==> src/rtl/dq_pkg.sv <==
package dq_pkg;
   typedef enum logic {
      DQ_SIZE_BYTE = 1'b0,
      DQ_SIZE_WORD = 1'b1
   } dq_size_e;
endpackage

==> src/rtl/dq_prep.sv <==
// Operand preparation: size masking, sign extension, magnitude extraction.
module dq_prep
   import dq_pkg::*;
#(
   parameter int HALF_W = 16
) (
   input  dq_size_e                 size_sel,
   input  logic                     sgn,
   input  logic [2*HALF_W-1:0]      dividend,
   input  logic [HALF_W-1:0]        divisor,
   output logic [2*HALF_W-1:0]      dd_mag,
   output logic [HALF_W-1:0]        ds_mag,
   output logic                     neg_q,
   output logic                     neg_r,
   output logic                     ds_zero,
   output logic [$clog2(2*HALF_W+1)-1:0] steps
);
   localparam int DW   = 2 * HALF_W;
   localparam int LO_W = HALF_W / 2;
   localparam int CW   = $clog2(DW + 1);

   logic [HALF_W-1:0] dd_small;
   logic [LO_W-1:0]   ds_small;
   logic              dd_neg, ds_neg;

   always_comb begin
      dd_small = dividend[HALF_W-1:0];
      ds_small = divisor[LO_W-1:0];
      if (size_sel == DQ_SIZE_WORD) begin
         dd_neg  = sgn & dividend[DW-1];
         ds_neg  = sgn & divisor[HALF_W-1];
         dd_mag  = dd_neg ? (~dividend + 1'b1) : dividend;
         ds_mag  = ds_neg ? (~divisor + 1'b1) : divisor;
         ds_zero = (divisor == '0);
         steps   = CW'(DW);
      end else begin
         dd_neg  = sgn & dd_small[HALF_W-1];
         ds_neg  = sgn & ds_small[LO_W-1];
         // byte dividend is aligned to the top so the same shifter serves both sizes
         dd_mag  = {(dd_neg ? (~dd_small + 1'b1) : dd_small), {HALF_W{1'b0}}};
         ds_mag  = {{(HALF_W-LO_W){1'b0}}, (ds_neg ? (~ds_small + 1'b1) : ds_small)};
         ds_zero = (ds_small == '0);
         steps   = CW'(HALF_W);
      end
      neg_q = dd_neg ^ ds_neg;
      neg_r = dd_neg;
   end
endmodule

==> src/rtl/dq_step.sv <==
// One restoring division step: shift in one dividend bit, trial subtract.
module dq_step #(
   parameter int HALF_W = 16
) (
   input  logic [HALF_W-1:0] rem_in,
   input  logic              dd_bit,
   input  logic [HALF_W-1:0] ds,
   output logic [HALF_W-1:0] rem_out,
   output logic              q_bit
);
   logic [HALF_W:0] partial;
   logic [HALF_W:0] diff;

   always_comb begin
      partial = {rem_in, dd_bit};
      diff    = partial - {1'b0, ds};
      q_bit   = (partial >= {1'b0, ds});
      rem_out = q_bit ? diff[HALF_W-1:0] : partial[HALF_W-1:0];
   end
endmodule

==> src/rtl/dq_pack.sv <==
// Sign correction, packing of remainder/quotient, flag derivation.
module dq_pack
   import dq_pkg::*;
#(
   parameter int HALF_W = 16
) (
   input  dq_size_e             size_sel,
   input  logic                 neg_q,
   input  logic                 neg_r,
   input  logic [HALF_W-1:0]    q_lo,
   input  logic [HALF_W-1:0]    r_mag,
   output logic [2*HALF_W-1:0]  packed_word,
   output logic                 n_flag,
   output logic                 z_flag
);
   localparam int LO_W = HALF_W / 2;

   logic [HALF_W-1:0] q_fix, r_fix;

   always_comb begin
      q_fix = neg_q ? (~q_lo + 1'b1) : q_lo;
      r_fix = neg_r ? (~r_mag + 1'b1) : r_mag;
      if (size_sel == DQ_SIZE_WORD) begin
         packed_word = {r_fix, q_fix};
         n_flag      = q_fix[HALF_W-1];
         z_flag      = (q_fix == '0);
      end else begin
         packed_word = {{HALF_W{1'b0}}, r_fix[LO_W-1:0], q_fix[LO_W-1:0]};
         n_flag      = q_fix[LO_W-1];
         z_flag      = (q_fix[LO_W-1:0] == '0);
      end
   end
endmodule

==> src/rtl/dq_divider.sv <==
module dq_divider
   import dq_pkg::*;
#(
   parameter int HALF_W = 16
) (
   input  logic                  clk,
   input  logic                  rst_n,
   input  logic                  start,
   input  logic                  size_word,
   input  logic                  signed_mode,
   input  logic [2*HALF_W-1:0]   dividend,
   input  logic [HALF_W-1:0]     divisor,
   output logic                  busy,
   output logic                  done,
   output logic [2*HALF_W-1:0]   result,
   output logic                  flag_n,
   output logic                  flag_z,
   output logic                  div_by_zero
);
   localparam int DW = 2 * HALF_W;
   localparam int CW = $clog2(DW + 1);

   generate
      if (HALF_W < 4 || (HALF_W % 2) != 0) begin : g_bad_width
         $error("dq_divider: HALF_W must be even and at least 4");
      end
   endgenerate

   dq_size_e          size_in, size_q;
   logic [DW-1:0]     dd_mag, quo_q;
   logic [HALF_W-1:0] ds_mag, ds_q, rem_q, rem_nx;
   logic              neg_q_in, neg_r_in, negq_q, negr_q, ds_zero, q_bit;
   logic [CW-1:0]     steps, cnt_q;
   logic [DW-1:0]     quo_nx, pk_word;
   logic              pk_n, pk_z;
   logic              busy_q, done_q, n_q, z_q, dbz_q;
   logic [DW-1:0]     result_q;

   assign size_in = size_word ? DQ_SIZE_WORD : DQ_SIZE_BYTE;

   dq_prep #(.HALF_W(HALF_W)) u_prep (
      .size_sel (size_in),
      .sgn      (signed_mode),
      .dividend (dividend),
      .divisor  (divisor),
      .dd_mag   (dd_mag),
      .ds_mag   (ds_mag),
      .neg_q    (neg_q_in),
      .neg_r    (neg_r_in),
      .ds_zero  (ds_zero),
      .steps    (steps)
   );

   dq_step #(.HALF_W(HALF_W)) u_step (
      .rem_in  (rem_q),
      .dd_bit  (quo_q[DW-1]),
      .ds      (ds_q),
      .rem_out (rem_nx),
      .q_bit   (q_bit)
   );

   assign quo_nx = {quo_q[DW-2:0], q_bit};

   dq_pack #(.HALF_W(HALF_W)) u_pack (
      .size_sel    (size_q),
      .neg_q       (negq_q),
      .neg_r       (negr_q),
      .q_lo        (quo_nx[HALF_W-1:0]),
      .r_mag       (rem_nx),
      .packed_word (pk_word),
      .n_flag      (pk_n),
      .z_flag      (pk_z)
   );

   always_ff @(posedge clk) begin
      if (!rst_n) begin
         busy_q   <= 1'b0;
         done_q   <= 1'b0;
         dbz_q    <= 1'b0;
         n_q      <= 1'b0;
         z_q      <= 1'b0;
         result_q <= '0;
         cnt_q    <= '0;
         rem_q    <= '0;
         quo_q    <= '0;
         ds_q     <= '0;
         size_q   <= DQ_SIZE_BYTE;
         negq_q   <= 1'b0;
         negr_q   <= 1'b0;
      end else begin
         done_q <= 1'b0;
         if (busy_q) begin
            rem_q <= rem_nx;
            quo_q <= quo_nx;
            cnt_q <= cnt_q - 1'b1;
            if (cnt_q == CW'(1)) begin
               busy_q   <= 1'b0;
               done_q   <= 1'b1;
               result_q <= pk_word;
               n_q      <= pk_n;
               z_q      <= pk_z;
            end
         end else if (start) begin
            dbz_q <= ds_zero;
            if (ds_zero) begin
               done_q <= 1'b1;
            end else begin
               busy_q <= 1'b1;
               rem_q  <= '0;
               quo_q  <= dd_mag;
               ds_q   <= ds_mag;
               size_q <= size_in;
               negq_q <= neg_q_in;
               negr_q <= neg_r_in;
               cnt_q  <= steps;
            end
         end
      end
   end

   assign busy        = busy_q;
   assign done        = done_q;
   assign result      = result_q;
   assign flag_n      = n_q;
   assign flag_z      = z_q;
   assign div_by_zero = dbz_q;

   assert_done_idle_R6: assert property (@(posedge clk) disable iff (!rst_n)
      done |-> !busy);
   assert_busy_from_start_R6: assert property (@(posedge clk) disable iff (!rst_n)
      $rose(busy) |-> $past(start));
   assert_count_live_R6: assert property (@(posedge clk) disable iff (!rst_n)
      busy_q |-> cnt_q != '0);
   assert_ignore_start_R8: assert property (@(posedge clk) disable iff (!rst_n)
      (busy_q && start && cnt_q != CW'(1)) |=> (busy && $stable(result)));
   assert_zero_keeps_R7: assert property (@(posedge clk) disable iff (!rst_n)
      (done && div_by_zero) |-> ($stable(result) && $stable(flag_n) && $stable(flag_z)));
   assert_zero_never_busy_R7: assert property (@(posedge clk) disable iff (!rst_n)
      busy |-> !div_by_zero);
   assert_rem_bound_R1: assert property (@(posedge clk) disable iff (!rst_n)
      busy_q |-> rem_q < ds_q);
endmodule

==> config.mk <==
export PLATFORM = sky130hd
export DESIGN_NAME = dq_divider
export DESIGN_NICKNAME = d
export VERILOG_FILES = /design/src/rtl/dq_pkg.sv /design/src/rtl/dq_prep.sv /design/src/rtl/dq_step.sv /design/src/rtl/dq_pack.sv /design/src/rtl/dq_divider.sv
export SDC_FILE = /design/constraint.sdc
export NUM_CORES = 1
export LEC_CHECK = 0
export ABC_AREA = 1
export BUFFER_PORTS_ARGS = -buffer_cell sky130_fd_sc_hd__buf_2
export CAP_MARGIN = 20
export CORE_ASPECT_RATIO = 0.6
export CORE_MARGIN = 2
export CORE_UTILIZATION = 55
export CTS_BUF_LIST = sky130_fd_sc_hd__clkbuf_2 sky130_fd_sc_hd__clkbuf_4 sky130_fd_sc_hd__clkbuf_8
export CTS_CLUSTER_SIZE = 8
export DETAILED_ROUTE_END_ITERATION = 10
export PLACE_DENSITY = 0.79
export SYNTH_ARGS = -nofsm -noshare
export SYNTH_HDL_FRONTEND = slang
export SYNTH_SLANG_ARGS = --single-unit
==> constraint.sdc <==
create_clock -name clk -period 2.66 [get_ports clk]
set_input_delay 0.266 -clock clk [delete_from_list [all_inputs] [get_ports clk]]
set_output_delay 0.266 -clock clk [all_outputs]
set_load 0.01 [all_outputs]
After elaboration in Yosys (flattened, before gate mapping). Cells that the tools add are included.

$add $sub $neg: 8. Magnitude comparators: 1. Equality and inequality tests: 2. Muxes and demuxes: 34. Bitwise logic cells: 13. Reduce and logical (&&, ||, !) cells: 9.

Operators by type and width (number): two-way mux 32 bit (6); two-way mux 16 bit (9); adder 16 x 1 -> 16 bit, second input constant (4); NOT 16 bit (4); adder 32 x 1 -> 32 bit, second input constant (1); logical NOT 16 bit (2); NOT 32 bit (1); two-way mux 6 bit (4); >= comparator 17 x 16 -> 1 bit (1); logical NOT 8 bit (2); subtractor 16 bit (1); two-way mux 1 bit (14); adder 8 x 1 -> 8 bit, second input constant (1); two-way mux 8 bit (1); NOT 8 bit (1); equality test 6 x 1 -> 1 bit, second input constant (1); AND reduction 2 bit (3); subtractor 6 x 1 -> 6 bit, second input constant (1); AND 1 bit (4); AND reduction 3 bit (1); != test 2 x 1 -> 1 bit, second input constant (1); NOT 1 bit (2); nonzero test 2 bit (1); bitwise XOR 1 bit (1).

Register bits after elaboration: 110. Output and inout bits: 37.

Longest topological paths before layout.
Depth after elaboration: 7. Gate-level depth with buffers: 27. Depth with buffers taken out: 26.

Hierarchy. From an unflattened synthesis, not the netlist that was laid out.

Cells, all modules: 1496. Area total of the unflattened synthesis: 8841.0 µm².

Modules (own cells, without submodules): dq_divider (instances 1, cells an instance 583, area an instance 4322.9 µm², seq. area each 2202.1 µm²); dq_prep (instances 1, cells an instance 424, area an instance 2107.0 µm², seq. area each 0.0 µm²); dq_step (instances 1, cells an instance 269, area an instance 1355.0 µm², seq. area each 0.0 µm²); dq_pack (instances 1, cells an instance 220, area an instance 1056.0 µm², seq. area each 0.0 µm²).

Worst setup path after synthesis. No wires, ideal clock.

Path kind: register to register. From: reg ds_q[14]. To: reg z_q (netlist: flag_z). Library setup time: 0.059 ns. Data arrival time: 2.806 ns. Required time: 2.601 ns. Path slack: -0.205 ns. Stages on the path, launching flop included: 26. Buffers on the path: 1. Path through: dfxtp_1 -> inv_1 -> ha_1 -> nand2_1 -> nand2_1 -> a21oi_2 -> nand2_2 -> nor2_8 -> nand2_8 -> buf_12 -> inv_2 -> ha_1 -> nand2_1 -> nor2_1 -> nand3_1 -> nand2_1 -> nand2_1 -> xor2_1 -> nand3_1 -> nor2_1 -> nand3_1 -> nor2_1 -> nand2_1 -> nand2_1 -> nand2_1 -> nand2_1.

Cells in the longest elaborated chain, start to end: 6. Elaborated cells on any way between the ends: 7. Classes of those cells: 1 x add/sub; 1 x order compare; 2 x mux; 1 x bitwise; 2 x reduce/logical.

Ends and longest elaborated chain: from (decl) (line dq_divider.sv:31) `logic [HALF_W-1:0] ds_mag, ds_q, rem_q, rem_nx;`; from (signal assigned) (line dq_divider.sv:111) `ds_q <= ds_mag;`; >= comparator 17 x 16 -> 1 bit (*) (line dq_step.sv:17) `q_bit = (partial >= {1'b0, ds});`; NOT 16 bit (line dq_pack.sv:21) `q_fix = neg_q ? (~q_lo + 1'b1) : q_lo;`; adder 16 x 1 -> 16 bit (line dq_pack.sv:21); two-way mux 16 bit (*) (line dq_pack.sv:21); logical NOT 16 bit / logical NOT 8 bit (equally long branches) (line dq_pack.sv:26, dq_pack.sv:30); two-way mux 1 bit (*) (line dq_pack.sv:23) `if (size_sel == DQ_SIZE_WORD) begin`; to (signal assigned) (line dq_divider.sv:101) `z_q <= pk_z;`; to (decl) (line dq_divider.sv:36) `logic busy_q, done_q, n_q, z_q, dbz_q;`.

Every way passes the cells marked *; elsewhere a longest branch is shown, timed or not. A chain may end at the register's enable or synchronous reset.

Final worst setup path.
From: reg ds_q[8]. To: reg z_q (netlist: flag_z).

Same word-level chain as after synthesis.

==> reports/qor.yml <==
synth:
  syn_avg_cell_area_um2: 6.299
  yosysWarnings: 0
  synth-simple-area-share_pct: 34.84
  synthAdderAreaFrac_pct: 3.735
  synth_xor_xnor_area_share_pct: 4.875
  syn_nets: 1331
  synth_compound_area_share_pct: 18.01
  synth_mux_area_share_pct: 0
  synth_cell_types: 54
  ys_seq_area_share_pct: 27.86
  netlist_area_mm2: 0.007905
  synth_top_family_by_area: "simple AND/OR/NAND/NOR gates"
  ys_ff_latch: 110
  syn_inst: 1255
sta:
  max_freq_mhz: 355.5
  fin_ws_ns: -0.1533
  hold_viol_final: 0
  rsz0062_at_grt: "true"
  finClkSkew_ns: 0.01496
  fin_crit_sh_pct: 105.8
  setup_viol: 11
  slew_viol_final: 0
  slew_headroom_pct: 50.56
  tightest_slew_ns: 0.7408
  finalCriticalPeriod_ns: 2.813
global_routing:
  antenna_found_initial: 0
  grt_usage_pct: 35.55
  grt_max_degree: 40
  grt_pass1_vias: 8258
  gr-total-overflow: 0
  grt_pass1_wl_um: 43710
setup_path:
  crit_arrival_ns: 3.15
  crit_chain: "inv_2, ha_4, nand2_4, inv_4, nand2_4, nor2_4, nand2_2, nor2_4, nor2_8, nand2_8, inv_8, ha_4, buf_4, nor2_1, xor2_1, nand3_1, nor4_1, nand3_1, nor2_1, nand2_1, nand2_1"
  cp_max_fo: 5
  slowest_stage: "dfxtp_2"
  worstSetupPathType: "flop to flop"
  required_ns: 3.00
  start_kind: "flop"
  end_kind: "flop"
  slowest_delay_ns: 0.34
clocking:
  cts_hold_buffers: 0
  cts_buffers: 9
  clk_path_buf_depth: 2
  clk_latency_ns: 0.40
  cts_tree: "done"
  clk_pin_slew_worst_paths_ns: 0.12
  clkSinkCount: 110
  htreeDepth: 3
  cts_root_buffer: "clkbuf_8"
drt:
  num_vias: 9441
  drt-initial-drc-count: 1261
  antenna_left: 0
  drt_wl_total_um: 29290
  drc: 0
  viasPerCell: 5.803
  wl_per_cell_um: 18.00
  drt_pre_antenna_iters: 6
die:
  fp.dieW_um: 158.8
  core_mm2: 0.01383
  die_h_um: 96.87
  rows: 33
  initial_utilization_pct: 57.15
  ioPinCount: 90
  die_area_mm2: 0.01538
placement:
  io_buffers: 89
  dp_slack_ns: -0.1236
  place_congestion: 1.003
  dp_hpwl_um: 20960
layout:
  nets: 1506
  drive_gt1_share_pct: 30.31
  area_growth_pct: 30.25
  diodes: 0
  fillers: 1094
run:
  max-cap-violations: 0
run_status:
  outcome: "complete, but fails checks"
  violations: "setup timing"
hold_path:
  hold_path.class: "input pin to flop"
## flip-flops by register name, indices dropped and copies added, names as in the netlist, 6 cells and up
register and cells:
rem_q 16, ds_q 16, result 32, cnt_q 6, quo_q 32
## placed cells by master, fill, tap and decap left out, drive strengths merged, types with 4 or more instances in the layout
cell type	count
o211ai	7
a22oi	4
o21ai	77
a31oi	20
nand3	100
buf	209
and2	6
nor3	14
nand3b	10
xnor2	8
nor2	113
nand2	351
o221ai	9
xor2	36
clkinv	4
or2	6
a21oi	90
dfxtp	110
nand4	16
o22ai	14
inv	170
nor4	4
clkbuf	9
ha	22
## synthesized netlist by cell type, drive strengths merged
master / number / area (um^2)
nand2: 351 / 1416
inv: 167 / 626.9
nor2: 113 / 473.0
dfxtp: 110 / 2202
nand3: 100 / 510.5
a21oi: 90 / 454.2
o21ai: 77 / 396.6
xor2: 36 / 315.3
clkbuf: 32 / 120.1
ha: 22 / 275.3
a31oi: 20 / 125.1
nand4: 16 / 100.1
nor3: 14 / 75.07
o22ai: 14 / 87.58
buf: 13 / 93.83
nand3b: 10 / 78.82
o221ai: 9 / 78.83
xnor2: 8 / 70.07
o211ai: 7 / 52.55
and2: 6 / 37.54
or2: 6 / 37.54
a22oi: 4 / 30.03
nor4: 4 / 25.02
a221oi: 3 / 26.28
a22o: 3 / 26.28
o2111ai: 3 / 26.28
o21bai: 3 / 22.52
o31ai: 3 / 22.52
a211oi: 2 / 15.01
o41ai: 2 / 17.52
a21boi: 1 / 7.510
a311oi: 1 / 8.760
clkinv: 1 / 3.750
fa: 1 / 20.02
o211a: 1 / 10.01
o21a: 1 / 7.510
o32ai: 1 / 8.760
## final timing paths
path | start | to | slack [ns] | cells after the start
worst max-delay path | ds_q[8] | flag_z | -0.15 | 21
worst min register to register | result[26] | result[26] | 0.46 | 2
worst min-delay path | dividend[24] | quo_q[24] | 0.17 | 4
worst max register to register | ds_q[8] | flag_z | -0.15 | 21
## through the flow
step / setup TNS [ns] / utilization, % / cells / area, um^2 / hold WS, ns
2_1_floorplan: -0.005475 / - / 1255 / 8118 / 0.4172
6_report: -0.9839 / 74.44 / 1627 / 10300 / 0.1712
4_1_cts: 0 / 69.53 / 1602 / 9617 / 0.1626
3_5_place_dp: -0.2253 / 67.16 / 1582 / 9289 / 0.4366
3_3_place_gp: -0.04860 / 67.16 / 1582 / 9289 / 0.4330
5_1_grt: -3.194 / 74.44 / 1627 / 10300 / 0.1690
## cells by family (layout without fill, tap and decap cells)
kind of cell / after synthesis / count (layout)
adders and majority gates: 23 / 23
buffers and inverters: 213 / 393
AOI/OAI and AO/OA: 245 / 245
xor gates and xnor gates: 44 / 44
DFF: 110 / 110
and+or+nand+nor: 620 / 620
## layer usage
layer | track usage (%) | up-vias | routed length [um]
li1 | - | 4464 | -
met1 | 55.59 | 4315 | 13410
met2 | 45.85 | 616 | 11040
met3 | 13.89 | 46 | 4509
met4 | 4.023 | 0 | 333
met5 | 0 | - | 0
## layout make-up
cell class,instances,area [um^2],share of cell area [%]
multi-input cells,932,5563,54.03
clock inverters,7,88.84,0.8628
well taps,192,240.2,2.333
inverters,168,653.1,6.343
repair buffers,209,1398,13.57
flip-flops and latches,110,2230,21.66
clock buffers,9,123.9,1.203
## worst max-delay path, delay by kind of cell (launching register included)
kind / cells / cell delay (ns)
xor gates and xnor gates: 1 / 0.29
adders and majority gates: 2 / 0.47
buffers and inverters: 4 / 0.27
DFF: 1 / 0.34
and+or+nand+nor: 14 / 1.41
## timing repair
action | CTS | global route
buffers inserted | 4 | 27
endpoints found under the setup margin | 14 | 25
resized for setup | 32 | 140
pin swaps | 20 | 61
Power is not shown: default switching activity piles up to over one toggle a cycle in this logic, so the estimate is an artifact.
